[config.mk]
export PLATFORM = sky130hd
export DESIGN_NAME = eia_err_irq_agg
export DESIGN_NICKNAME = d
export VERILOG_FILES = /design/src/rtl/eia_pkg.sv /design/src/rtl/eia_rst_sync.sv /design/src/rtl/eia_regdec.sv /design/src/rtl/eia_status.sv /design/src/rtl/eia_enable.sv /design/src/rtl/eia_irq_out.sv /design/src/rtl/eia_err_irq_agg.sv
export SDC_FILE = /design/constraint.sdc
export NUM_CORES = 1
export LEC_CHECK = 0
export BUFFER_PORTS_ARGS = -buffer_cell sky130_fd_sc_hd__clkbuf_2
export CORE_MARGIN = 10
export CORE_UTILIZATION = 35
export CTS_CLUSTER_DIAMETER = 100
export DETAILED_ROUTE_END_ITERATION = 10
export PLACE_DENSITY = 0.75
export SYNTH_ARGS = -nofsm -noshare
export SYNTH_HDL_FRONTEND = slang
export SYNTH_SLANG_ARGS = --single-unit
[constraint.sdc]
create_clock -name clk -period 1.6 [get_ports clk]
set_input_delay 0.32 -clock clk [delete_from_list [all_inputs] [get_ports clk]]
set_output_delay 0.32 -clock clk [all_outputs]
set_load 0.01 [all_outputs]
[src/rtl/eia_pkg.sv]
package eia_pkg;

  // Word offsets decoded by the register port (software depends on them).
  localparam int unsigned OFS_RAW    = 32'h1c0;
  localparam int unsigned OFS_MASKED = 32'h1c4;
  localparam int unsigned OFS_ARM    = 32'h1c8;
  localparam int unsigned OFS_DISARM = 32'h1cc;

  // Which register the current offset selects.
  typedef enum logic [2:0] {
    SEL_NONE   = 3'd0,
    SEL_RAW    = 3'd1,
    SEL_MASKED = 3'd2,
    SEL_ARM    = 3'd3,
    SEL_DISARM = 3'd4
  } reg_sel_e;

endpackage

[src/rtl/eia_rst_sync.sv]
module eia_rst_sync #(
  parameter int STAGES = 2
) (
  input  logic clk,
  input  logic rst_n,
  output logic rst_sync_n
);

  logic [STAGES-1:0] chain_q;
  logic [STAGES-1:0] chain_d;

  always_comb begin
    chain_d = {chain_q[STAGES-2:0], 1'b1};
  end

  always_ff @(posedge clk or negedge rst_n) begin
    if (!rst_n) begin
      chain_q <= '0;
    end else begin
      chain_q <= chain_d;
    end
  end

  assign rst_sync_n = chain_q[STAGES-1];

endmodule

[src/rtl/eia_regdec.sv]
module eia_regdec
  import eia_pkg::*;
#(
  parameter int N_SRC  = 6,
  parameter int DATA_W = 32,
  parameter int ADDR_W = 12
) (
  input  logic [ADDR_W-1:0] bus_addr_i,
  input  logic              bus_wr_i,
  input  logic [DATA_W-1:0] bus_wdata_i,
  input  logic [N_SRC-1:0]  raw_i,
  input  logic [N_SRC-1:0]  en_i,
  output logic [N_SRC-1:0]  clr_mask_o,
  output logic [N_SRC-1:0]  arm_mask_o,
  output logic [N_SRC-1:0]  disarm_mask_o,
  output logic [DATA_W-1:0] bus_rdata_o
);

  localparam int PAD_W = DATA_W - N_SRC;

  reg_sel_e         sel;
  logic [N_SRC-1:0] wbits;
  logic [N_SRC-1:0] rbits;

  // Offset decode
  always_comb begin
    if (bus_addr_i == ADDR_W'(OFS_RAW)) begin
      sel = SEL_RAW;
    end else if (bus_addr_i == ADDR_W'(OFS_MASKED)) begin
      sel = SEL_MASKED;
    end else if (bus_addr_i == ADDR_W'(OFS_ARM)) begin
      sel = SEL_ARM;
    end else if (bus_addr_i == ADDR_W'(OFS_DISARM)) begin
      sel = SEL_DISARM;
    end else begin
      sel = SEL_NONE;
    end
  end

  // Only the low N_SRC data bits ever reach state.
  assign wbits = bus_wdata_i[N_SRC-1:0];

  // Write strobes
  always_comb begin
    clr_mask_o    = '0;
    arm_mask_o    = '0;
    disarm_mask_o = '0;
    if (bus_wr_i) begin
      unique case (sel)
        SEL_RAW, SEL_MASKED: clr_mask_o    = wbits;
        SEL_ARM:             arm_mask_o    = wbits;
        SEL_DISARM:          disarm_mask_o = wbits;
        default: ;
      endcase
    end
  end

  // Read mux
  always_comb begin
    unique case (sel)
      SEL_RAW:             rbits = raw_i;
      SEL_MASKED:          rbits = raw_i & en_i;
      SEL_ARM, SEL_DISARM: rbits = en_i;
      default:             rbits = '0;
    endcase
  end

  assign bus_rdata_o = {{PAD_W{1'b0}}, rbits};

endmodule

[src/rtl/eia_status.sv]
module eia_status #(
  parameter int N_SRC = 6
) (
  input  logic             clk,
  input  logic             rst_n,
  input  logic [N_SRC-1:0] evt_i,
  input  logic [N_SRC-1:0] clr_i,
  output logic [N_SRC-1:0] raw_o
);

  logic [N_SRC-1:0] raw_q;
  logic [N_SRC-1:0] raw_d;
  logic [N_SRC-1:0] raw_ce;

  for (genvar i = 0; i < N_SRC; i++) begin : g_bit
    // Next state: a new event wins over a clear in the same cycle.
    always_comb begin
      raw_ce[i] = evt_i[i] | clr_i[i];
      raw_d[i]  = evt_i[i] | (raw_q[i] & ~clr_i[i]);
    end

    always_ff @(posedge clk or negedge rst_n) begin
      if (!rst_n) begin
        raw_q[i] <= 1'b0;
      end else if (raw_ce[i]) begin
        raw_q[i] <= raw_d[i];
      end
    end
  end

  assign raw_o = raw_q;

endmodule

[src/rtl/eia_enable.sv]
module eia_enable #(
  parameter int N_SRC = 6
) (
  input  logic             clk,
  input  logic             rst_n,
  input  logic [N_SRC-1:0] arm_i,
  input  logic [N_SRC-1:0] disarm_i,
  output logic [N_SRC-1:0] en_o
);

  logic [N_SRC-1:0] en_q;
  logic [N_SRC-1:0] en_d;
  logic             en_ce;

  // Next state
  always_comb begin
    en_ce = (|arm_i) | (|disarm_i);
    en_d  = (en_q | arm_i) & ~disarm_i;
  end

  always_ff @(posedge clk or negedge rst_n) begin
    if (!rst_n) begin
      en_q <= '0;
    end else if (en_ce) begin
      en_q <= en_d;
    end
  end

  assign en_o = en_q;

endmodule

[src/rtl/eia_irq_out.sv]
module eia_irq_out #(
  parameter int               N_SRC     = 6,
  parameter logic [N_SRC-1:0] FATAL_SEL = 6'b01_0010
) (
  input  logic [N_SRC-1:0] raw_i,
  input  logic [N_SRC-1:0] en_i,
  output logic             irq_o,
  output logic             fatal_o
);

  logic [N_SRC-1:0] gated;

  always_comb begin
    gated   = raw_i & en_i;
    irq_o   = |gated;
    fatal_o = |(gated & FATAL_SEL);
  end

endmodule

[src/rtl/eia_err_irq_agg.sv]
module eia_err_irq_agg #(
  parameter int               N_SRC     = 6,
  parameter int               DATA_W    = 32,
  parameter int               ADDR_W    = 12,
  parameter int               SYNC_STG  = 2,
  parameter logic [N_SRC-1:0] FATAL_SEL = 6'b01_0010
) (
  input  logic              clk,
  input  logic              rst_n,
  input  logic [N_SRC-1:0]  err_evt_i,
  input  logic [ADDR_W-1:0] bus_addr_i,
  input  logic              bus_wr_i,
  input  logic [DATA_W-1:0] bus_wdata_i,
  output logic [DATA_W-1:0] bus_rdata_o,
  output logic              err_irq_o,
  output logic              err_fatal_o
);

  logic             rst_sync_n;
  logic [N_SRC-1:0] raw_q;
  logic [N_SRC-1:0] en_q;
  logic [N_SRC-1:0] clr_mask;
  logic [N_SRC-1:0] arm_mask;
  logic [N_SRC-1:0] disarm_mask;

  eia_rst_sync #(
    .STAGES (SYNC_STG)
  ) u_rst (
    .clk        (clk),
    .rst_n      (rst_n),
    .rst_sync_n (rst_sync_n)
  );

  eia_regdec #(
    .N_SRC  (N_SRC),
    .DATA_W (DATA_W),
    .ADDR_W (ADDR_W)
  ) u_dec (
    .bus_addr_i    (bus_addr_i),
    .bus_wr_i      (bus_wr_i),
    .bus_wdata_i   (bus_wdata_i),
    .raw_i         (raw_q),
    .en_i          (en_q),
    .clr_mask_o    (clr_mask),
    .arm_mask_o    (arm_mask),
    .disarm_mask_o (disarm_mask),
    .bus_rdata_o   (bus_rdata_o)
  );

  eia_status #(
    .N_SRC (N_SRC)
  ) u_status (
    .clk   (clk),
    .rst_n (rst_sync_n),
    .evt_i (err_evt_i),
    .clr_i (clr_mask),
    .raw_o (raw_q)
  );

  eia_enable #(
    .N_SRC (N_SRC)
  ) u_enable (
    .clk      (clk),
    .rst_n    (rst_sync_n),
    .arm_i    (arm_mask),
    .disarm_i (disarm_mask),
    .en_o     (en_q)
  );

  eia_irq_out #(
    .N_SRC     (N_SRC),
    .FATAL_SEL (FATAL_SEL)
  ) u_out (
    .raw_i   (raw_q),
    .en_i    (en_q),
    .irq_o   (err_irq_o),
    .fatal_o (err_fatal_o)
  );

endmodule

# --- Yosys cells after proc, flatten, opt, wreduce, memory -nomap -nowiden ---
# Index checks and enable logic that the tools add are counted.
totals:
  register_bits: 14
  latch_bits: 0
  ramBits: 0
  mem_bits_ro: 0
  input_bits: 53
  out_inout_bits: 34
  elab_cells: 62
  memories: 0
op_classes:
  addsub: 0
  multipliers: 0
  div: 0
  n_lt_le_gt_ge: 0
  n_eq_ne: 8
  shifts: 0
  muxes: 11
  bitwise_logic: 29
  reduce_logical: 6
op_table:
  columns: ["operator", "n"]
  rows:
  - ["equality test 12 x 9 -> 1 bit, second input constant", 4]
  - ["two-way mux 6 bit", 6]
  - ["one-hot mux 6 bit (3 select lines)", 1]
  - ["OR reduction 6 bit", 3]
  - ["OR 1 bit", 13]
  - ["AND 6 bit", 2]
  - ["two-way mux 3 bit", 4]
  - ["AND 1 bit", 6]
  - ["equality test 3 x 2 -> 1 bit, second input constant", 2]
  - ["inverter 1 bit", 6]
  - ["inverter 6 bit", 1]
  - ["OR 6 bit", 1]
  - ["OR reduction 2 bit", 3]
  - ["equality test 3 x 1 -> 1 bit, second input constant", 1]
  - ["equality test 3 bit, second input constant", 1]

# --- Longest topological paths before layout ---
depth:
  ltp_word: 12
  mapped_depth: 5
  ltp_nobuf: 3

# --- By module ---
# A second synthesis with hierarchy kept.
unflattened:
  hier_cells: 117
  area_unflattened_um2: 1087.3
modules_own_cells:
  columns: ["module", "n_inst", "cells_each", "area_per_inst_um2", "seq_area_each_um2"]
  rows:
  - ["eia_regdec", 1, 79, 558.0, 0.0]
  - ["eia_status", 1, 18, 217.7, 150.1]
  - ["eia_enable", 1, 12, 210.2, 150.1]
  - ["eia_rst_sync", 1, 3, 53.8, 50.0]
  - ["eia_irq_out", 1, 5, 47.5, 0.0]

# --- Worst setup path before layout ---
# Ideal clock, no wire load.
synth_timing:
  path_kind: "input port to output port"
  start: "in bus_addr_i[9]"
  end: "out bus_rdata_o[0]"
  t_arrival_ns: 1.154
  required_time_ns: 1.280
  slack_ns: 0.126
  stages: 3
  n_path_buf: 0
  path_cell_list: "nor4b_4 > nand3_1 > nor2_1"
synth_between:
  elab_chain_cells: 8
synth_lines:
  columns: ["element", "line_no", "text"]
  rows:
  - ["start, declared", "eia_err_irq_agg.sv:11", "input logic [ADDR_W-1:0] bus_addr_i,"]
  - ["equality test 12 x 9 -> 1 bit", "eia_regdec.sv:33", "end else if (bus_addr_i == ADDR_W'(OFS_DISARM)) begin"]
  - ["two-way mux 3 bit", "eia_regdec.sv:33", null]
  - ["two-way mux 3 bit", "eia_regdec.sv:31", "end else if (bus_addr_i == ADDR_W'(OFS_ARM)) begin"]
  - ["two-way mux 3 bit", "eia_regdec.sv:29", "end else if (bus_addr_i == ADDR_W'(OFS_MASKED)) begin"]
  - ["two-way mux 3 bit (*)", "eia_regdec.sv:27", "if (bus_addr_i == ADDR_W'(OFS_RAW)) begin"]
  - ["equality test 3 x 2 -> 1 bit / equality test 3 bit (equally long branches)", "eia_regdec.sv:60", "unique case (sel)"]
  - ["OR reduction 2 bit", "eia_regdec.sv:60", null]
  - ["one-hot mux 6 bit (3 select lines) (*)", "eia_regdec.sv:60", null]
  - ["end, declared", "eia_err_irq_agg.sv:14", "output logic [DATA_W-1:0] bus_rdata_o,"]
# Every way passes the cells marked *; elsewhere a longest branch is shown, timed or not.

# --- Final worst setup path ---
layout_timing:
  start: "reg u_status.raw_q[4] (netlist: u_status.raw_o[4])"
  end: "out err_irq_o"
layout_between:
  elab_chain_cells: 2
layout_lines:
  columns: ["element", "line_no", "text"]
  rows:
  - ["start, declared", "eia_status.sv:11", "logic [N_SRC-1:0] raw_q;"]
  - ["start signal, assigned by index", "eia_status.sv:26", "raw_q[i] <= raw_d[i];"]
  - ["AND 6 bit", "eia_irq_out.sv:14", "gated = raw_i & en_i;"]
  - ["OR reduction 6 bit", "eia_irq_out.sv:15", "irq_o = |gated;"]
  - ["end, declared", "eia_err_irq_agg.sv:15", "output logic err_irq_o,"]
# Every way passes these cells.

==> parameters.txt <==
Parameter                              Value

Global routing
  GR Util met3    0.0439
  Residual overflow from global routing    0
  Number of antenna violations at the first check in global routing    0
  Vias in the first global route    about 900
  Global-route wire length before repair    approximately 4300 µm
  GRT Max-Usage Layer    met2
  Routing usage on met1    0.108
  Routing usage on met2    0.161
  Maximum number of pins on one net before global-route repair    19
  Overall Global Routing Usage    0.0970

Floorplan
  Core box area    between 2000 and 3000 µm²
  Row count    19
  Total Die Area    between 5000 and 6000 µm²
  Die width    between 70 and 80 µm
  Starting utilization of the core area    0.369
  I/O pins    87
  Die boundary height    74.4 µm

Power and ir drop
  Register share of total power    0.485
  Clock power share    0.345
  Power density cells    546 nW/µm²
  Net Sw Frac    0.276
  Max IR drop VDD    0.000384 V
  Net switching power    approximately 0.21 mW
  Cell internal pwr    between 0.5 and 0.6 mW
  Leakage power summed over all cells    between 0.7 and 0.8 nW
  Combinational group share of total power    0.171

Yosys
  Distinct cells, synth    21
  Largest cells by area after synthesis    dfrtp_1, buf_4, a41oi_2
  Area of the mapped netlist    about 1000 µm²
  Sequential cell area fraction in the yosys report    0.338
  Yosys reg bits    14
  Share of the synthesized area in the top cell type    0.338
  Syn Inst Count    roughly 110
  Area leader, netlist    dfrtp_1
  Warning count from the yosys run    0
  Average instance area after synthesis    9.33 µm²

STA
  Slew at the pin closest to its max-slew limit    just over 0.5 ns
  Max Fclk    between 500 and 600 MHz
  Final min period    between 1.5 and 2 ns
  Normalized max-slew margin    0.665
  Clock tree skew after final layout    about 0.00064 ns
  Setup ws final    -0.103 ns
  Hold Vio Cnt, Final    0
  Final Setup Violations    1
  Unrepaired setup endpoints after global routing    true
  Period utilization    1.06
  Final Slew Violations    0

Critical path
  Critical Setup Path Class    flip-flop to primary output
  Data arrival, critical path    approximately 1.4 ns
  Endpoint kind of the worst setup timing path    primary output
  Worst Reg2Reg Path Length in Cells    3
  CP Data Required Time    between 1 and 1.5 ns
  Worst setup SP type    flip-flop
  Worst-path maximum fanout    2

CTS
  CTS clock-pin slew for the worst setup and hold paths    roughly 0.09 ns
  Total CTS buffers    3
  CTS Root Cell    clkbuf_4
  Number of H-tree levels    1
  Clock latency on the worst-skew pair    ~0.28 ns
  Largest buffer count on any clock path    2
  CTS tree    yes
  Num Clock Sinks    14

Layout
  Finished Cell Area    ~1400 µm²
  Fraction of layout cells with a size suffix above 1    0.430
  Number of diodes added for antenna fixing    0
  Sequential cell area in the final layout    between 300 and 400 µm²
  Area Overhead vs Synth    32.6%
  Net count, final    roughly 210
  Utilization after layout    0.490
  Final-layout fill cell count    about 260
  Multi-input combinational cell area    ~590 µm²

Detailed routing
  Count of antenna-violating nets left after detailed routing    0
  DRT Wirelength    2940 µm
  Routed len/inst    between 15 and 20 µm
  Pre-Repair DR Iteration Count    4
  Vias after detailed routing    927
  Drt initial violations    20
  # DRC    0
  Post-detailed-route via-to-cell ratio    between 4 and 5

Place
  RD Place Congestion    ~0.84
  Hpwl dp    about 2300 µm
  Area of placed instances    between 1000 and 1500 µm²
  Number of port buffers    34

Run status
  Result of the run    finished, violations left
  Violations in the final reports    setup timing

Flow run
  Max-cap check violation count    0

Min path
  Type of the most critical hold path    flip-flop to async pin
[critical path, cell delays in order (launching register included)]
cell	delay, ns
dfrtp_1	0.39
a22o_1	0.27
a221oi_2	0.19
nand2_1	0.11
clkbuf_2	0.14
[what timing repair did]
action	in CTS	in global routing
gates resized for setup	8	23
hold endpoints to repair	2	0
hold buffers	1	0
endpoints found under the setup margin	6	7
pin swaps	4	8
buffers inserted	5	0
[worst paths after layout]
| path | startpoint | end | slack, ns |
|---|---|---|---|
| max | u_status.raw_o[4] | err_irq_o | -0.10 |
| min | u_rst.chain_q[1] | u_status.raw_o[1] | 0.21 |
| max reg2reg | u_status.raw_o[4] | u_status.raw_o[4] | 0.78 |
| min reg2reg | u_rst.chain_q[1] | u_status.raw_o[1] | 0.21 |
| max in group asynchronous | u_rst.chain_q[1] | u_enable.en_o[5] | 1.06 |
| min in group clk | bus_wdata_i[0] | u_status.raw_o[0] | 0.26 |
[cell usage after synthesis]
cell      instances
nand2_1           1
conb_1            2
and2_0            1
dfrtp_1          14
nand4_1           6
nor4_4            1
buf_2             1
nand3_1           1
buf_4            26
o22ai_1           6
buf_6             1
a22oi_1           1
inv_1             6
a221oi_1          1
mux2i_1           6
a22o_1            1
clkbuf_1          3
nor4b_4           1
and3_1            7
a41oi_2           6
nor2_1           19
[logic make-up after synthesis]
family	after synthesis	share of synthesized area
AO/OA/AOI/OAI	15	0.155
multiplexers	6	0.0580
other	2	0.00725
AND/OR/NAND/NOR	37	0.205
buffers and inverters	37	0.237
flip-flops	14	0.338
[cell usage in the layout, fill, tap and decap left out]
cell type,count
inv_1,6
nor2_4,5
and2_0,1
nor2_2,1
nand3_2,1
clkbuf_8,1
clkbuf_2,26
nor2_1,13
nor4b_4,1
a22oi_1,1
dlygate4sd3_1,1
buf_8,1
conb_1,27
buf_2,1
buf_4,12
and3_1,7
nand4_1,6
clkbuf_4,3
a41oi_2,6
buf_6,8
dfrtp_1,14
nand2_1,1
a221oi_2,1
o22ai_1,6
mux2i_1,6
nor4_4,1
a22o_1,1
[power groups by stage]
stage          clock [mW]  sequential (mW)  combinational [mW]
2_1_floorplan           0            0.369               0.106
3_3_place_gp            0            0.371               0.115
3_5_place_dp            0            0.371               0.117
4_1_cts             0.267            0.364               0.121
5_1_grt             0.286            0.365               0.140
6_report            0.258            0.363               0.128
[final cells by class]
cell class / instances / share of cell area
repair buffers: 49 / 0.248
flip-flops and latches: 14 / 0.255
multi-input cells: 85 / 0.426
clock buffers: 4 / 0.0264
well taps: 31 / 0.0282
inverters: 6 / 0.0164
[flip-flops by register name, summed over array words and instances, names as in the netlist]
| register | cells |
|---|---|
| u_rst.chain_q | 2 |
| u_status.raw_o | 6 |
| u_enable.en_o | 6 |
[layer usage]
layer / vias up / part of all wire
met5: - / 0
met1: 430 / 0.37
met2: 62 / 0.45
met3: 4 / 0.17
met4: 0 / 0.0071
li1: 431 / -
[through the flow]
stage	setup TNS [ns]	setup slack, ns	hold WS [ns]	total power, mW	cells
2_1_floorplan	0	0.126	0.0244	0.474	136
3_3_place_gp	-0.0152	-0.00670	0.109	0.485	179
3_5_place_dp	-0.150	-0.0518	0.110	0.488	179
4_1_cts	-0.0571	-0.0517	0.227	0.752	189
5_1_grt	-0.298	-0.168	0.253	0.791	189
6_report	-0.103	-0.103	0.208	0.750	189
Note: power is estimated with default switching activity, not from simulation.
